==> src/rtl/mbsau_pkg.sv <==
package mbsau_pkg;
  typedef enum logic [1:0] {
    ATTR_SEC = 2'b00,
    ATTR_NSC = 2'b01,
    ATTR_NS  = 2'b10
  } attr_e;

  localparam logic [2:0] RA_TYPE0 = 3'd0;
  localparam logic [2:0] RA_TYPE1 = 3'd1;
  localparam logic [2:0] RA_B01   = 3'd2;
  localparam logic [2:0] RA_B12   = 3'd3;
  localparam logic [2:0] RA_B45   = 3'd4;
  localparam logic [2:0] RA_B56   = 3'd5;
endpackage

==> src/rtl/mbsau_regs.sv <==
module mbsau_regs
  import mbsau_pkg::*;
#(
  parameter int unsigned DATA_W      = 32,
  parameter int unsigned NUM_REGIONS = 40,
  parameter int unsigned OFF_W       = 26,
  parameter int unsigned GRAN_W      = 12,
  parameter int unsigned BND_W       = OFF_W - GRAN_W
) (
  input  logic                        clk,
  input  logic                        rst,
  input  logic                        reg_valid,
  input  logic                        reg_we,
  input  logic [2:0]                  reg_addr,
  input  logic [DATA_W-1:0]           reg_wdata,
  output logic [DATA_W-1:0]           reg_rdata,
  output logic [NUM_REGIONS-1:0]      type_bits,
  output logic [3:0][BND_W-1:0]       bnd,
  output logic                        err_a,
  output logic                        err_b
);
  localparam int unsigned TYPE_W = 2 * DATA_W;
  localparam logic [TYPE_W-1:0] TYPE_MASK = TYPE_W'({NUM_REGIONS{1'b1}});

  logic [TYPE_W-1:0]      type_q;
  logic [3:0][BND_W-1:0]  bnd_q, bnd_d;
  logic                   err_a_q, err_b_q;
  logic [DATA_W-1:0]      rd_mux;
  logic                   wr_en, rd_en;

  assign wr_en = reg_valid && reg_we;
  assign rd_en = reg_valid && !reg_we;

  // next watermark values, so the ordering flag tracks the same edge
  always_comb begin
    bnd_d = bnd_q;
    if (wr_en) begin
      for (int i = 0; i < 4; i++) begin
        if (int'(reg_addr) == int'(RA_B01) + i)
          bnd_d[i] = reg_wdata[OFF_W-1:GRAN_W];
      end
    end
  end

  always_ff @(posedge clk) begin
    if (rst) begin
      type_q  <= '0;
      bnd_q   <= '0;
      err_a_q <= 1'b0;
      err_b_q <= 1'b0;
    end else begin
      for (int w = 0; w < 2; w++) begin
        if (wr_en && int'(reg_addr) == int'(RA_TYPE0) + w)
          type_q[w*DATA_W +: DATA_W] <= reg_wdata & TYPE_MASK[w*DATA_W +: DATA_W];
      end
      bnd_q   <= bnd_d;
      err_a_q <= bnd_d[1] < bnd_d[0];
      err_b_q <= bnd_d[3] < bnd_d[2];
    end
  end

  always_comb begin
    rd_mux = '0;
    case (reg_addr)
      RA_TYPE0: rd_mux = type_q[DATA_W-1:0];
      RA_TYPE1: rd_mux = type_q[TYPE_W-1:DATA_W];
      RA_B01, RA_B12, RA_B45, RA_B56:
        rd_mux[OFF_W-1:GRAN_W] = bnd_q[2'(reg_addr - RA_B01)];
      default: rd_mux = '0;
    endcase
  end

  always_ff @(posedge clk) begin
    if (rst)        reg_rdata <= '0;
    else if (rd_en) reg_rdata <= rd_mux;
  end

  assign type_bits = type_q[NUM_REGIONS-1:0];
  assign bnd       = bnd_q;
  assign err_a     = err_a_q;
  assign err_b     = err_b_q;


  reset_clear_chk: assert property (@(posedge clk) disable iff (rst)
    $past(rst) |-> (type_q == '0 && bnd_q == '0 && !err_a_q && !err_b_q));


  idle_hold_chk: assert property (@(posedge clk) disable iff (rst)
    !reg_valid |=> ($stable(type_q) && $stable(bnd_q)));


  read_hold_chk: assert property (@(posedge clk) disable iff (rst)
    (reg_valid && !reg_we) |=> ($stable(type_q) && $stable(bnd_q)));


  bnd_granule_chk: assert property (@(posedge clk) disable iff (rst)
    ($past(rd_en) && $past(reg_addr) >= RA_B01 && $past(reg_addr) <= RA_B56)
      |-> (reg_rdata[GRAN_W-1:0] == '0));
endmodule

==> src/rtl/mbsau_split.sv <==
module mbsau_split #(
  parameter int unsigned BND_W = 14
) (
  input  logic             clk,
  input  logic             rst,
  input  logic [BND_W-1:0] off_hi,
  input  logic [BND_W-1:0] b_lo,
  input  logic [BND_W-1:0] b_hi,
  output logic [1:0]       sel
);
  always_comb begin
    if (off_hi < b_lo)      sel = 2'd0;
    else if (off_hi < b_hi) sel = 2'd1;
    else                    sel = 2'd2;
  end


  zero_mid_chk: assert property (@(posedge clk) disable iff (rst)
    (b_lo == b_hi) |-> (sel != 2'd1));


  mid_window_chk: assert property (@(posedge clk) disable iff (rst)
    (sel == 2'd1) |-> (off_hi >= b_lo && off_hi < b_hi));


  sel_legal_chk: assert property (@(posedge clk) disable iff (rst)
    sel != 2'd3);
endmodule

==> src/rtl/mbsau_fixmap.sv <==
module mbsau_fixmap #(
  parameter int unsigned SLOT_W      = 6,
  parameter int unsigned NUM_REGIONS = 40,
  parameter int unsigned RIDX_W      = 6,
  parameter int unsigned MEMB_SLOT   = 8
) (
  input  logic [SLOT_W-1:0] slot,
  output logic [RIDX_W-1:0] ridx
);
  localparam int NSLOT       = 1 << SLOT_W;
  localparam int LOW_REGION  = 3;
  localparam int HIGH_FIRST  = 7;
  localparam int LAST_REGION = NUM_REGIONS - 1;

  logic [RIDX_W-1:0] tbl [NSLOT];

  for (genvar s = 0; s < NSLOT; s++) begin : g_slot
    localparam int RAW = s - int'(MEMB_SLOT) - 1 + HIGH_FIRST;
    localparam int VAL = (s < int'(MEMB_SLOT)) ? LOW_REGION :
                         ((RAW > LAST_REGION) ? LAST_REGION : RAW);
    assign tbl[s] = RIDX_W'(VAL);
  end

  assign ridx = tbl[slot];
endmodule

==> src/rtl/mb_sau.sv <==
module mb_sau
  import mbsau_pkg::*;
#(
  parameter int unsigned ADDR_W      = 32,
  parameter int unsigned DATA_W      = 32,
  parameter int unsigned SLOT_W      = 6,
  parameter int unsigned GRAN_W      = 12,
  parameter int unsigned NUM_REGIONS = 40,
  parameter int unsigned MEMA_SLOT   = 0,
  parameter int unsigned MEMB_SLOT   = 8,
  parameter int unsigned RIDX_W      = $clog2(NUM_REGIONS)
) (
  input  logic              clk,
  input  logic              rst,
  input  logic              reg_valid,
  input  logic              reg_we,
  input  logic [2:0]        reg_addr,
  input  logic [DATA_W-1:0] reg_wdata,
  output logic [DATA_W-1:0] reg_rdata,
  output logic              prog_err,
  input  logic [ADDR_W-1:0] lk_addr,
  output logic [RIDX_W-1:0] lk_region,
  output logic [1:0]        lk_attr
);
  localparam int unsigned OFF_W = ADDR_W - SLOT_W;
  localparam int unsigned BND_W = OFF_W - GRAN_W;

  logic [NUM_REGIONS-1:0]  type_bits;
  logic [3:0][BND_W-1:0]   bnd;
  logic                    err_a, err_b;
  logic [SLOT_W-1:0]       slot;
  logic [BND_W-1:0]        off_hi;
  logic [1:0]              sel [2];
  logic [RIDX_W-1:0]       fix_ridx;
  logic [RIDX_W-1:0]       region;
  logic                    in_err, in_mem_a, in_mem_b;
  attr_e                   attr;
  logic                    unused_low;

  mbsau_regs #(
    .DATA_W(DATA_W), .NUM_REGIONS(NUM_REGIONS),
    .OFF_W(OFF_W), .GRAN_W(GRAN_W), .BND_W(BND_W)
  ) u_regs (
    .clk(clk), .rst(rst),
    .reg_valid(reg_valid), .reg_we(reg_we), .reg_addr(reg_addr),
    .reg_wdata(reg_wdata), .reg_rdata(reg_rdata),
    .type_bits(type_bits), .bnd(bnd), .err_a(err_a), .err_b(err_b)
  );

  assign slot       = lk_addr[ADDR_W-1 -: SLOT_W];
  assign off_hi     = lk_addr[OFF_W-1:GRAN_W];
  assign unused_low = ^lk_addr[GRAN_W-1:0];

  for (genvar g = 0; g < 2; g++) begin : g_mem
    mbsau_split #(.BND_W(BND_W)) u_split (
      .clk(clk), .rst(rst), .off_hi(off_hi),
      .b_lo(bnd[2*g]), .b_hi(bnd[2*g+1]), .sel(sel[g])
    );
  end

  mbsau_fixmap #(
    .SLOT_W(SLOT_W), .NUM_REGIONS(NUM_REGIONS),
    .RIDX_W(RIDX_W), .MEMB_SLOT(MEMB_SLOT)
  ) u_fix (
    .slot(slot), .ridx(fix_ridx)
  );

  assign in_mem_a = (slot == SLOT_W'(MEMA_SLOT));
  assign in_mem_b = (slot == SLOT_W'(MEMB_SLOT));

  always_comb begin
    if (in_mem_a) begin
      region = RIDX_W'(sel[0]);
      in_err = err_a;
    end else if (in_mem_b) begin
      region = RIDX_W'(4) + RIDX_W'(sel[1]);
      in_err = err_b;
    end else begin
      region = fix_ridx;
      in_err = 1'b0;
    end
  end

  always_comb begin
    if (in_err)                                    attr = ATTR_SEC;
    else if (type_bits[region])                    attr = ATTR_NS;
    else if (region == RIDX_W'(1) || region == RIDX_W'(5)) attr = ATTR_NSC;
    else                                           attr = ATTR_SEC;
  end

  assign lk_region = region;
  assign lk_attr   = attr;
  assign prog_err  = err_a | err_b;


  err_fallback_chk: assert property (@(posedge clk) disable iff (rst)
    ((in_mem_a && err_a) || (in_mem_b && err_b)) |-> (lk_attr == ATTR_SEC));


  nsc_region_chk: assert property (@(posedge clk) disable iff (rst)
    (!prog_err && (lk_region == RIDX_W'(1) || lk_region == RIDX_W'(5)))
      |-> (lk_attr != ATTR_SEC));


  fixed_range_chk: assert property (@(posedge clk) disable iff (rst)
    (!in_mem_a && !in_mem_b)
      |-> (lk_region == RIDX_W'(3) || lk_region >= RIDX_W'(7)));


  order_flag_chk: assert property (@(posedge clk) disable iff (rst)
    prog_err == ((bnd[1] < bnd[0]) || (bnd[3] < bnd[2])));


  attr_code_chk: assert property (@(posedge clk) disable iff (rst)
    lk_attr != 2'b11);
endmodule

==> config.mk <==
export PLATFORM = sky130hd
export DESIGN_NAME = mb_sau
export DESIGN_NICKNAME = d
export VERILOG_FILES = /design/src/rtl/mbsau_pkg.sv /design/src/rtl/mbsau_regs.sv /design/src/rtl/mbsau_split.sv /design/src/rtl/mbsau_fixmap.sv /design/src/rtl/mb_sau.sv
export SDC_FILE = /design/constraint.sdc
export NUM_CORES = 1
export LEC_CHECK = 0
export BUFFER_PORTS_ARGS = -buffer_cell sky130_fd_sc_hd__buf_2
export CORE_UTILIZATION = 28
export CTS_CLUSTER_SIZE = 12
export DETAILED_ROUTE_END_ITERATION = 10
export PLACE_DENSITY = 0.47
export SYNTH_ARGS = -nofsm -noshare
export SYNTH_HDL_FRONTEND = slang
export SYNTH_HIERARCHICAL = 1
export SYNTH_SLANG_ARGS = --single-unit
==> constraint.sdc <==
create_clock -name clk -period 5.6 [get_ports clk]
set_input_delay 0.28 -clock clk [delete_from_list [all_inputs] [get_ports clk]]
set_output_delay 0.28 -clock clk [all_outputs]
set_load 0.02 [all_outputs]
== After elaboration in Yosys (flattened, before gate mapping) ==
Memories as Yosys holds them, arrays and structs flattened.
Index checks and enable logic that the tools add are counted.
Operators by class
  $lt $le $gt $ge: 9
  reductions and logical operators: 10
  $add $sub $neg: 2
  equality and inequality tests: 13
  bitwise logic cells: 2
  multiplexer cells: 25
Operators with widths (count)
  14-bit < comparator: 6
  14-bit 2-to-1 mux: 5
  56-bit 2-to-1 mux: 1
  6-bit 2-to-1 mux: 5
  14-bit binary-select mux with 2-bit select: 1
  14-bit case mux with 2 select lines: 1
  12-bit case mux with 2 select lines: 1
  3-bit equality test, second input constant: 6
  2-bit 2-to-1 mux: 6
  3-bit by 2-bit equality test with 1-bit output, second input constant: 3
  7-bit >= comparator, second input constant: 1
  6-bit by 7-bit < comparator with 1-bit output, second input constant: 1
  6-bit inverter with 7-bit output: 1
  1-bit binary-select mux with 6-bit select: 1
  6-bit by 1-bit equality test with 1-bit output, second input constant: 1
  6-bit by 3-bit equality test with 1-bit output, second input constant: 1
  6-bit by 4-bit equality test with 1-bit output, second input constant: 1
  3-bit logical NOT: 2
  6-bit logical NOT: 1
  3-bit by 2-bit adder with 4-bit output, first input constant: 1
  1-bit logical AND: 4
  1-bit 2-to-1 mux: 4
  4-bit OR reduction: 1
  3-bit by 1-bit equality test with 1-bit output, second input constant: 1
  other kinds (5): 5
Word-level totals
  register bits: 130
  memories kept: 1
  memory bits (read-only): 384
  output and inout port bits: 41
  word-level logic and storage cells: 71
  input bits: 71
Memory list
  (name not given): words 64, width 6, read ports 1, clocked after memory_dff 0, write ports 0, line mbsau_fixmap.sv:24  | assign ridx = tbl[slot];

== Longest topological paths before layout ==
Gate-level depths: netlist of run 1.
  depth in word-level cells: 11
  mapped depth: 15
  gate-level depth less buffers: 15

== Hierarchy ==
The synthesis of run 1 kept the hierarchy.
Modules (own cells, without submodules)
  mbsau_regs: times used 1, sequential area each 2602.5 sq um, cells an instance 597, area an instance 5813.1 sq um
  mbsau_split: times used 2, sequential area each 0.0 sq um, cells an instance 91, area an instance 678.2 sq um
  mb_sau: times used 1, sequential area each 0.0 sq um, cells an instance 95, area an instance 694.4 sq um
  mbsau_fixmap: times used 1, sequential area each 0.0 sq um, cells an instance 23, area an instance 160.2 sq um

== Worst setup path after synthesis of run 1 ==
OpenSTA, ideal clock, no wires.
  path kind: reg2out
  start point: register u_regs.bnd_q, in the netlist u_regs/bnd[37]
  end point: output lk_attr[0]
  cell stages (with the launch flop): 15
  data arrival time: 3316 ps
  data required time: 5320 ps
  buffers on the path: 0
  setup slack: 2004 ps
  path through: dfxtp_1 -> inv_1 -> ha_1 -> a211oi_1 -> o21ai_0 -> a221o_1 -> a21oi_1 -> nor2b_1 -> mux2i_1 -> nand3_2 -> nand2_4 -> mux4_2 -> a22oi_1 -> nand4_1 -> nor4_2
RTL lines
  start, declared: line mbsau_regs.sv:26  | logic [3:0][BND_W-1:0] bnd_q, bnd_d;
  start signal, assigned: line mbsau_regs.sv:56  | bnd_q <= bnd_d;
  end, declared: line mb_sau.sv:23  | output logic [1:0] lk_attr

==> summary.md, run 1 <==
| Metric | Value |
|---|---|
| Final setup viols | 0 |
| Seq pwr share | 41.1% |
| Rows | 61 |
| Global routing usage on met2 | 27.3% |
| Pwr dens | 248 mW/mm2 |
| Startpoint Class | flop |
| Final Wtd Congestion | 0.857 |
| CTS sink cnt | 130 |
| Worst path slowest cell | mux4_2 |
| Synth area leader | dfxtp_1 |
| Filler cells | 3,013 |
| Top_reg_cell synth | dfxtp_1 |
| Share of flip-flops with an asynchronous set or reset | 0% |
| Synth Area per Inst | 8.95 um2 |
| Total CTS buffers | 17 |
| Remaining Overflow, GRT | 0 |
| # nets final | 1,130 |
| Number of antenna violations at the first check in global routing | 0 |
| Total die area | 0.0293 mm2 |
| Relative max-transition margin | 41.0% |
| Hold WC Path Type | input port to flop |
| Cts repair resizes | 0 |
| Clock Tree Buf Depth | 2 |
| Routed WL per cell | 17.9 um |
| Layout cells sized above 1 | 19.8% |
| Post-synth EDFFs | 0 |
| Worst vdd ir | 0.000241 V |
| Port Buf Inserts | 99 |
| R2r worst-path depth | 6 |
| Critical Path RT | 5.32 ns |
| Post-CTS setup buffer count | 0 |
| First-pass GRT wire length | 38,200 um |
| Sequential share of the synthesized area | 32.4% |
| Status | finished clean |
| CTS Root Buffer Type | clkbuf_16 |
| Routed WL | 24,500 um |
| DP Worst Slack | 1.38 ns |
| Clock Latency Late Sink | 0.42 ns |
| WHS Path Cells | 3 |
| Total nets after synthesis | 1,049 |
| Arrival time at the worst endpoint | 4.29 ns |
| Global routing's busiest layer | met2 |
| Fin crit share | 81.6% |
| Post-synth top area share | 32.4% |
| 1st-iter DRT viols | 377 |
| Kind of critical path | flop to primary output |
| Unrepaired setup endpoints after global routing | no |
| Clock transition at the registers of the reported paths | 0.06 ns |
| Die H | 171 um |
| Setup_tns | 0 ns |
| DIE WIDTH | 171 um |
| Pleak | 3.70 nW |
| Final Hold Vio Count | 0 |
| Net load switching power | 0.000680 W |
| Max-slew violations | 0 |
| Synth area leaders | dfxtp_1 32%, ha_1 13%, mux2i_1 6.6% |
| Most common cell in the netlist | dfxtp_1 |
| Warnings from Yosys | 6 |
| I/O Pins | 112 |
| Synth top cells by count | 130 x dfxtp_1, 86 x nand2_1, 81 x ha_1 |
| Met3 Usage GRT | 2.99% |
| Residual DRC | 0 |
| First-pass iteration count of the detailed router | 5 |
| Antenna diodes | 0 |
| Critical Path Sink Type | primary output |
| DR vias | 6,691 |
| Tmin final | 4.57 ns |
| CTS tree | built |
| Gate power share | 14.6% |
| Mapped Area | 0.00802 mm2 |
| Worst Skew | 0.00837 ns |
| Top delay family on crit path | compound AO/OA/AOI/OAI gates |
| Seq cells post-synth | 130 |
| Core area | 0.0280 mm2 |
| Cells after Synth | 897 |
| Biggest cell delay along the critical path | 0.54 ns |
| Hold_buf cts | 0 |
| Slew @ Worst Pin | 0.885 ns |
| Netlist cell types | 67 |
| Dpl hpwl | 18,500 um |
| Layout overhead on the synthesized area | 16.7% |
| Fmax | 219 MHz |
| Critical Path Fanout Max | 10 |
| Worst setup margin | 1.03 ns |
| Vias per cell | 4.89 |
| Gr usage total | 17.1% |
| Internal Power | 0.00164 W |
| Number of global-route vias before repair | 6,655 |
| Initial Util | 28.6% |
| Largest net degree at the start of global routing | 81 |
| Sw Ratio | 29.4% |
| Critical path depth | 15 |
| Max cap viols | 0 |
| H-tree levels | 4 |
| Clock group share of total power | 44.3% |
| Post-route ant nets | 0 |
| Worst-path cell chain | inv_1 -> ha_1 -> a211oi_1 -> o21ai_0 -> a221o_1 -> a21oi_1 -> nor2b_1 -> mux2i_1 -> nand3_2 -> nand2_4 -> mux4_2 -> a22oi_1 -> nand4_1 -> nor4_2 -> buf_2 |
| Met1 Use GR | 24.1% |
| Bufs and invs on worst path | 2 |
-- cell families (layout without fill, tap and decap cells) --
logic type	Yosys count	in the layout	share of synthesized area, %
compound gates	166	166	13.7
flops	130	130	32.4
buf+inv	110	204	6.02
fa+ha+maj	81	81	12.6
simple gates	307	307	19.3
xor+xnor	1	1	0.109
mux	102	102	15.8
-- cell type report --
class                           instances  area, um2  share of cell area [%]
Multi-Input combinational cell        657       4950                    52.8
Tap cell                              378        473                    5.05
Clock inverter                         15        113                    1.20
Timing Repair Buffer                  107        558                    5.96
Sequential cell                       130       2600                    27.8
Inverter                               65        244                    2.61
Clock buffer                           17        425                    4.54
-- final timing paths --
check / slack, ns / startpoint / to
min reg2reg: 0.45 / u_regs/reg_rdata[8] / u_regs/reg_rdata[8]
max: 1.03 / u_regs/bnd[37] / lk_attr[0]
min: 0.10 / reg_wdata[10] / u_regs/type_q[10]
max reg2reg: 3.29 / u_regs/bnd[55] / u_regs/err_b
-- power by group through the flow --
stage	registers (W)	logic, W	clock network [W]
4_1_cts	0.000954	0.000340	0.00105
3_5_place_dp	0.000974	0.000338	0
3_3_place_gp	0.000974	0.000338	0
2_1_floorplan	0.000977	0.000213	0
6_report	0.000953	0.000337	0.00103
5_1_grt	0.000955	0.000374	0.00110
-- placed cells by master, fill, tap and decap left out, drive strengths merged, types with 2 or more instances in the layout --
cell      instances
a21o              5
nor4              2
mux2i            53
nor2b            37
nand2b           11
inv              68
dfxtp           130
nand2            87
a211oi            8
and2              3
o211ai            3
o21a              5
nand4            16
a22o              2
clkinv            7
nand3            30
a21oi            82
a31oi             2
mux4             16
o311ai            2
or4               2
o21ai            21
and3              3
nand3b            2
a221oi           14
a2111oi           3
nor3             29
mux2             33
a21boi            3
o2111ai           3
a221o             3
nor2             80
clkbuf           17
ha               81
buf             107
clkinvlp          5
a211o             5
-- routing by layer --
metal  wire length (um)  up-vias
met5                  0        -
met4                239        0
met3                802       16
met2              11000      126
met1              12400     3191
li1                   -     3358
-- stage by stage --
| stage | hold slack [ns] | area, um2 | std cells | utilization (%) | total power [W] |
|---|---|---|---|---|---|
| 2_1_floorplan | 0.416 | 8020 | 897 | - | 0.00119 |
| 3_3_place_gp | 0.442 | 8820 | 1337 | 31.5 | 0.00131 |
| 3_5_place_dp | 0.441 | 8820 | 1337 | 31.5 | 0.00131 |
| 4_1_cts | 0.0851 | 9360 | 1369 | 33.4 | 0.00235 |
| 5_1_grt | 0.0811 | 9360 | 1369 | 33.4 | 0.00243 |
| 6_report | 0.103 | 9360 | 1369 | 33.4 | 0.00232 |
-- tightest hold or removal path: stages --
cell     delay (ns)
buf_2          0.10
nand2_1        0.05
a21oi_1        0.05
-- state kept, by name, indices dropped and copies added (netlist names) --
register,cells
u_regs/bnd,56
u_regs/type_q,40
u_regs/reg_rdata,32
u_regs/err_a,1
u_regs/err_b,1
Power figures use the tool's default switching activity.
==> run 2: changes to the inputs <==
Settings changed: PLACE_DENSITY 0.47 to 0.48.
Clock period 5.6 ns to 3.7 ns, I/O delays scaled along.
==> run 2 against run 1 <==
  * The flow now finishes with violations (negative setup slack)
  * Cell count up 3.6%
  * Clock power up 71%
  * Combinational power increased by 69%
  * Global-route usage up 0.85 points
  * Non-clock buffer count is 48 higher
  * Critical path depth increased by 1
  * Power rose by 63%
  * Sequential power grew 51%
  * Critical endpoint is now lk_attr[1]
==> summary.md, run 2 (same netlist as run 1, synthesis figures left out) <==
| Metric | Value |
|---|---|
| Status | finished with violations |
| Failing checks | negative setup slack |
| FF-to-FF End | u_regs/err_b |
| Worst setup margin | -0.201 ns (-1.23 ns) |
| Final Power | 0.00377 W (+63%) |
| Fin util | 35.9% (+2.5 points) |
| DP Worst Slack | -0.0706 ns (-1.45 ns) |
| Total CTS buffers | 17 (unchanged) |
| First-pass iteration count of the detailed router | 5 (unchanged) |
| Worst vdd ir | 0.000330 V (+37%) |
| Max cap viols | 0 (unchanged) |
| Most frequent cells in the layout | 119 x dfxtp_1, 96 x buf_2, 86 x nand2_1 |
| Worst Skew | 0.00780 ns (-0.000570 ns) |
| Clock Latency Late Sink | 0.43 ns (about the same) |
| Relative max-transition margin | 24.2% (-17 points) |
| 1st-iter DRT viols | 430 (+14%) |
| Commonest non-fill, non-tap cell in the layout | dfxtp_1 |
| Core area | 0.0280 mm2 (unchanged) |
| Final setup viols | 2 (+2) |
| Fin crit share | 105% |
| H-tree levels | 4 (unchanged) |
| Critical path endpoint | lk_attr[1] |
| Max-slew violations | 0 (unchanged) |
| Slew @ Worst Pin | 1.13 ns (+0.247 ns) |
| Crit. Startpoint | u_regs/bnd[17] |
| Clock transition at the registers of the reported paths | 0.07 ns (about the same) |
| Gr usage total | 18.0% (+0.85 points) |
| Max reg flops | 56 (unchanged) |
| Pwr dens | 375 mW/mm2 (+52%) |
| R2R Path Start | u_regs/bnd[54] |
| CTS Root Buffer Type | clkbuf_16 |
| Number of global-route vias before repair | 7,060 (+6.1%) |
| Layout overhead on the synthesized area | 25.2% |
| Arrival time at the worst endpoint | 3.72 ns (-0.57 ns) |
| Residual DRC | 0 (unchanged) |
| Global routing's busiest layer | met2 |
| Worst-path cell chain | inv_2 -> ha_4 -> a211o_1 -> a21oi_2 -> o21ai_2 -> a2111oi_4 -> nor2b_4 -> mux2i_4 -> nand3_4 -> buf_6 -> a21oi_2 -> or4_1 -> a221o_1 -> nand4_1 -> a22o_1 -> buf_6 |
| CTS sink cnt | 130 (unchanged) |
| Unrepaired setup endpoints after global routing | yes |
| Global routing usage on met2 | 29.0% (+1.7 points) |
| Routed WL | 25,400 um (+3.7%) |
| Total die area | 0.0293 mm2 (unchanged) |
| Rows | 61 (unchanged) |
| Port Buf Inserts | 99 (unchanged) |
| Worst path slowest cell | or4_1 |
| Vias per cell | 4.90 (+0.34%) |
| Hold WC Path Type | input port to flop |
| Post-route ant nets | 0 (unchanged) |
| Fmax | 256 MHz |
| First-pass GRT wire length | 39,800 um (+4.2%) |
| Largest net degree at the start of global routing | 55 (-32%) |
| Critical Path Sink Type | primary output |
| R2r worst-path depth | 7 (+1) |
| Critical Path Fanout Max | 2 (-8) |
| Met1 Use GR | 24.3% (+0.29 points) |
| DIE WIDTH | 171 um (unchanged) |
| Setup_tns | -0.299 ns (-0.299 ns) |
| Clock Tree Buf Depth | 2 (unchanged) |
| Routed WL per cell | 17.9 um (about the same) |
| Pleak | 4.01 nW (+8.3%) |
| I/O Pins | 112 (unchanged) |
| Final Wtd Congestion | 0.886 (+3.5%) |
| CTS tree | built |
| Startpoint Class | flop |
| # nets final | 1,178 (+4.2%) |
| Number of antenna violations at the first check in global routing | 0 (unchanged) |
| Final Hold Vio Count | 0 (unchanged) |
| Tmin final | 3.90 ns |
| Dpl hpwl | 19,300 um (+4.4%) |
| Remaining Overflow, GRT | 0 (unchanged) |
| Kind of critical path | flop to primary output |
| Biggest cell delay along the critical path | 0.52 ns (-0.02 ns) |
| Initial Util | 28.6% (unchanged) |
| Critical Path RT | 3.51 ns (-1.81 ns) |
| DR vias | 6,954 (+3.9%) |
| Die H | 171 um (unchanged) |
| Met3 Usage GRT | 2.88% (-0.12 points) |
| Layout cells sized above 1 | 26.3% (+6.5 points) |
| Worst R2R Setup Slack | 1.50 ns (-1.79 ns) |
run 2: cell types whose count changed in the layout (fill, tap and decap cells not counted), sizes merged:
cell         before  now
buf             107  144
dlygate4sd3       0   11
clkinv            7    5
diode             0    1
inv              68   72
bufinv            0    1
clkinvlp          5    2
run 2: worst max-delay path: cells and delay by family, from the launching register on:
family | cells | cell delay, ns
DFF | 1 | 0.33
buffers and inverters | 3 | 0.28
adders and majority gates | 1 | 0.23
muxes | 1 | 0.09
AOI/OAI and AO/OA | 7 | 1.41
and+or+nand+nor | 4 | 0.95
run 2: cell type report:
cell class / count / area [um2]
fill: 2927 / 18000
multi-input combinational: 657 / 5130
sequential: 130 / 2620
timing repair buffer: 155 / 970
tap: 378 / 473
clock buffer: 17 / 425
inverter: 65 / 244
clock inverter: 15 / 190
antenna: 1 / 2.50
run 2: timing repair:
action,4_1_cts,5_1_grt
pin swaps,26,4
setup buffers,2,0
setup endpoints to repair,2,2
cloned,0,0
resized for setup,52,5
endpoints found under the hold margin,14,0
hold buffers,11,0
run 2: how the worst min path moves through the flow:
stage	startpoint	endpoint	cells after the start
final	reg_wdata[28]	u_regs/type_q[28]	3
after global routing	reg_wdata[3]	u_regs/type_q[3]	3
after CTS	reg_wdata[28]	u_regs/type_q[28]	3
after detailed placement	reg_wdata[10]	u_regs/type_q[10]	3
after global placement	reg_wdata[10]	u_regs/type_q[10]	3
after floorplan	reg_wdata[0]	u_regs/type_q[0]	2
run 2: stage by stage:
stage / hold slack (ns) / instances / instance area [um2]
floorplan: 0.321 / 897 / 8020
global placement: 0.433 / 1373 / 9090
detailed placement: 0.436 / 1373 / 9090
CTS: 0.000113 / 1417 / 10000
global route: 0.00171 / 1417 / 10000
finish: 0.0114 / 1418 / 10000
run 2: layer usage:
layer,share of wire (%),up-vias,wire length (um)
li1,-,3460,-
met1,49,3316,12300
met2,46,150,11600
met3,4.1,28,1030
met4,1.7,0,438
met5,0,-,0
run 2: power breakdown:
group | switching, W | internal, W | leakage (nW) | total (W)
registers | 0.0000158 | 0.00143 | 1.06 | 0.00144
logic | 0.000342 | 0.000226 | 2.66 | 0.000568
clock network | 0.000790 | 0.000972 | 0.293 | 0.00176
==> run 3: changes to the inputs <==
Settings changed: CORE_ASPECT_RATIO from default to 0.5.
==> run 3 against run 2 <==
  * Worst setup slack got worse by 0.15 ns
  * Via count decreased by 0.62%
  * Global-route usage decreased by 0.26 points
  * The run still ends with negative setup slack left
  * Largest power group unchanged
  * Clock skew increased by 0.0014 ns
==> summary.md, run 3 (same netlist as run 1, synthesis figures left out) <==
| Metric | Value |
|---|---|
| Total CTS buffers | 17 (unchanged) |
| # nets final | 1,170 (-0.68%) |
| Initial Util | 28.7% (+0.090 points) |
| Max-slew violations | 0 (unchanged) |
| Worst setup margin | -0.354 ns (-0.154 ns) |
| Fin Hold WS | 0.0101 ns (-0.00132 ns) |
| Final setup viols | 2 (unchanged) |
| Number of global-route vias before repair | 6,987 (-1.0%) |
| Dpl hpwl | 19,400 um (+0.57%) |
| Biggest cell delay along the critical path | 0.50 ns (-0.02 ns) |
| Vias per cell | 4.89 (-0.20%) |
| Worst path slowest cell | or4_1 |
| Core area | 0.0279 mm2 (-0.31%) |
| CTS Root Buffer Type | clkbuf_16 |
| Hold WC Path Type | input port to flop |
| Routed WL per cell | 17.9 um (+0.12%) |
| WHS Path Cells | 3 (unchanged) |
| Number of antenna violations at the first check in global routing | 0 (unchanged) |
| Pwr dens | 369 mW/mm2 (-1.7%) |
| Layout cells sized above 1 | 24.3% (-2.0 points) |
| Kind of critical path | flop to primary output |
| Commonest non-fill, non-tap cell in the layout | dfxtp_1 |
| Max cap viols | 0 (unchanged) |
| Unrepaired setup endpoints after global routing | yes |
| Critical Path RT | 3.51 ns (about the same) |
| DIE WIDTH | 241 um (+41%) |
| Residual DRC | 0 (unchanged) |
| Layout overhead on the synthesized area | 22.4% |
| Worst Skew | 0.00917 ns (+0.00137 ns) |
| Final Hold Vio Count | 0 (unchanged) |
| Total die area | 0.0294 mm2 (+0.14%) |
| Startpoint Class | flop |
| Largest net degree at the start of global routing | 73 (+33%) |
| Filler cells | 2,893 (-1.2%) |
| Tmin final | 4.05 ns (+0.154 ns) |
| First-pass iteration count of the detailed router | 5 (unchanged) |
| DR vias | 6,911 (-0.62%) |
| Port Buf Inserts | 99 (unchanged) |
| DP Worst Slack | -0.0661 ns (+0.00455 ns) |
| Max reg flops | 56 (unchanged) |
| I/O Pins | 112 (unchanged) |
| Pleak | 3.93 nW (-2.0%) |
| Failing checks | negative setup slack |
| Rows | 43 (-30%) |
| Clock Latency Late Sink | 0.43 ns (about the same) |
| Antenna diodes | 0 (-1) |
| Clock Tree Buf Depth | 2 (unchanged) |
| Slew @ Worst Pin | 0.879 ns (-0.252 ns) |
| Most frequent cells in the layout | 123 x dfxtp_1, 96 x buf_2, 86 x nand2_1 |
| Critical Path Sink Type | primary output |
| Status | finished with violations |
| Final Wtd Congestion | 0.904 (+1.9%) |
| Fin util | 35.2% (-0.69 points) |
| Relative max-transition margin | 41.4% (+17 points) |
| Final Power | 0.00363 W (-3.9%) |
| Worst-path cell chain | inv_1 -> ha_4 -> a211o_1 -> a21oi_2 -> o21ai_2 -> a2111oi_4 -> nor2b_2 -> mux2i_1 -> buf_4 -> nand3_4 -> buf_6 -> a21oi_2 -> or4_1 -> a221o_1 -> nand4_1 -> a22o_1 -> buf_6 |
| 1st-iter DRT viols | 502 (+17%) |
| Arrival time at the worst endpoint | 3.87 ns (+0.15 ns) |
| Critical Path Fanout Max | 2 (unchanged) |
| Fin crit share | 110% (+4.1 points) |
| Remaining Overflow, GRT | 0 (unchanged) |
| H-tree levels | 4 (unchanged) |
| Post-route ant nets | 0 (unchanged) |
| Gr usage total | 17.7% (-0.26 points) |
| Die H | 122 um (-29%) |
| Routed WL | 25,300 um (-0.30%) |
| CTS tree | built |
| First-pass GRT wire length | 39,600 um (-0.36%) |
| R2r worst-path depth | 8 (+1) |
| CTS sink cnt | 130 (unchanged) |
| Fmax | 247 MHz (-3.8%) |
| Worst vdd ir | 0.000286 V (-13%) |
| Clock transition at the registers of the reported paths | 0.07 ns (about the same) |
==> run 3: cell types whose count changed in the layout (fill, tap and decap cells not counted), moves of 4 or more <==
cell | previous run | this run
ha_1 | 73 | 77
dfxtp_1 | 119 | 123
clkinv_8 | 4 | 0
dlygate4sd3_1 | 11 | 5
dfxtp_2 | 11 | 7
inv_8 | 4 | 0
==> run 3: stage by stage <==
stage | instances | area [um2] | TNS, ns
global placement | 1374 | 9090 | -0.0509
detailed placement | 1374 | 9090 | -0.0661
CTS | 1412 | 9820 | -0.663
finish | 1412 | 9820 | -0.663
global route | 1412 | 9820 | -1.05
floorplan | 897 | 8020 | 0
==> run 3: cell type report <==
type / instances / area, um2 / area share (%)
flip-flops and latches: 130 / 2610 / 26.6
inverters: 65 / 244 / 2.48
clock buffers: 17 / 425 / 4.33
multi-input cells: 657 / 5040 / 51.3
repair buffers: 147 / 896 / 9.12
well taps: 382 / 478 / 4.86
clock inverters: 14 / 131 / 1.34
==> run 3: final timing paths <==
check | startpoint | slack [ns] | endpoint
max reg2reg | u_regs/bnd[54] | 1.26 | u_regs/err_b
min | reg_wdata[10] | 0.01 | u_regs/type_q[10]
max | u_regs/bnd[17] | -0.35 | lk_attr[1]
min reg2reg | u_regs/reg_rdata[27] | 0.45 | u_regs/reg_rdata[27]
==> run 3: where the power goes <==
part | switching (W) | total [W] | internal, W | leakage [nW]
clock | 0.000693 | 0.00162 | 0.000928 | 0.263
combinational | 0.000338 | 0.000560 | 0.000222 | 2.61
sequential | 0.0000177 | 0.00144 | 0.00143 | 1.05
==> run 3: critical path, delay by kind of cell (launching register included) <==
family | cells | cell delay, ns
flip-flops | 1 | 0.32
AND/OR/NAND/NOR | 4 | 0.96
multiplexers | 1 | 0.08
buffers and inverters | 4 | 0.47
AO/OA/AOI/OAI | 7 | 1.38
adder cells (fa/ha/maj) | 1 | 0.20
==> run 3: repair_timing <==
| action | CTS | global route |
|---|---|---|
| gates resized for setup | 30 | 1 |
| pin swaps | 15 | 1 |
| setup buffers | 2 | 0 |
| hold endpoints to repair | 5 | 0 |
| hold buffers | 5 | 0 |
| cloned | 0 | 0 |
| setup endpoints to repair | 2 | 2 |
==> run 3: metal layers <==
layer	global-route usage, %	wire [um]	up-vias	part of all wire, %
met4	3.68	163	0	0.64
li1	-	-	3436	-
met2	28.7	11700	118	46
met5	0	0	-	0
met1	24.8	12500	3348	49
met3	2.74	970	9	3.8
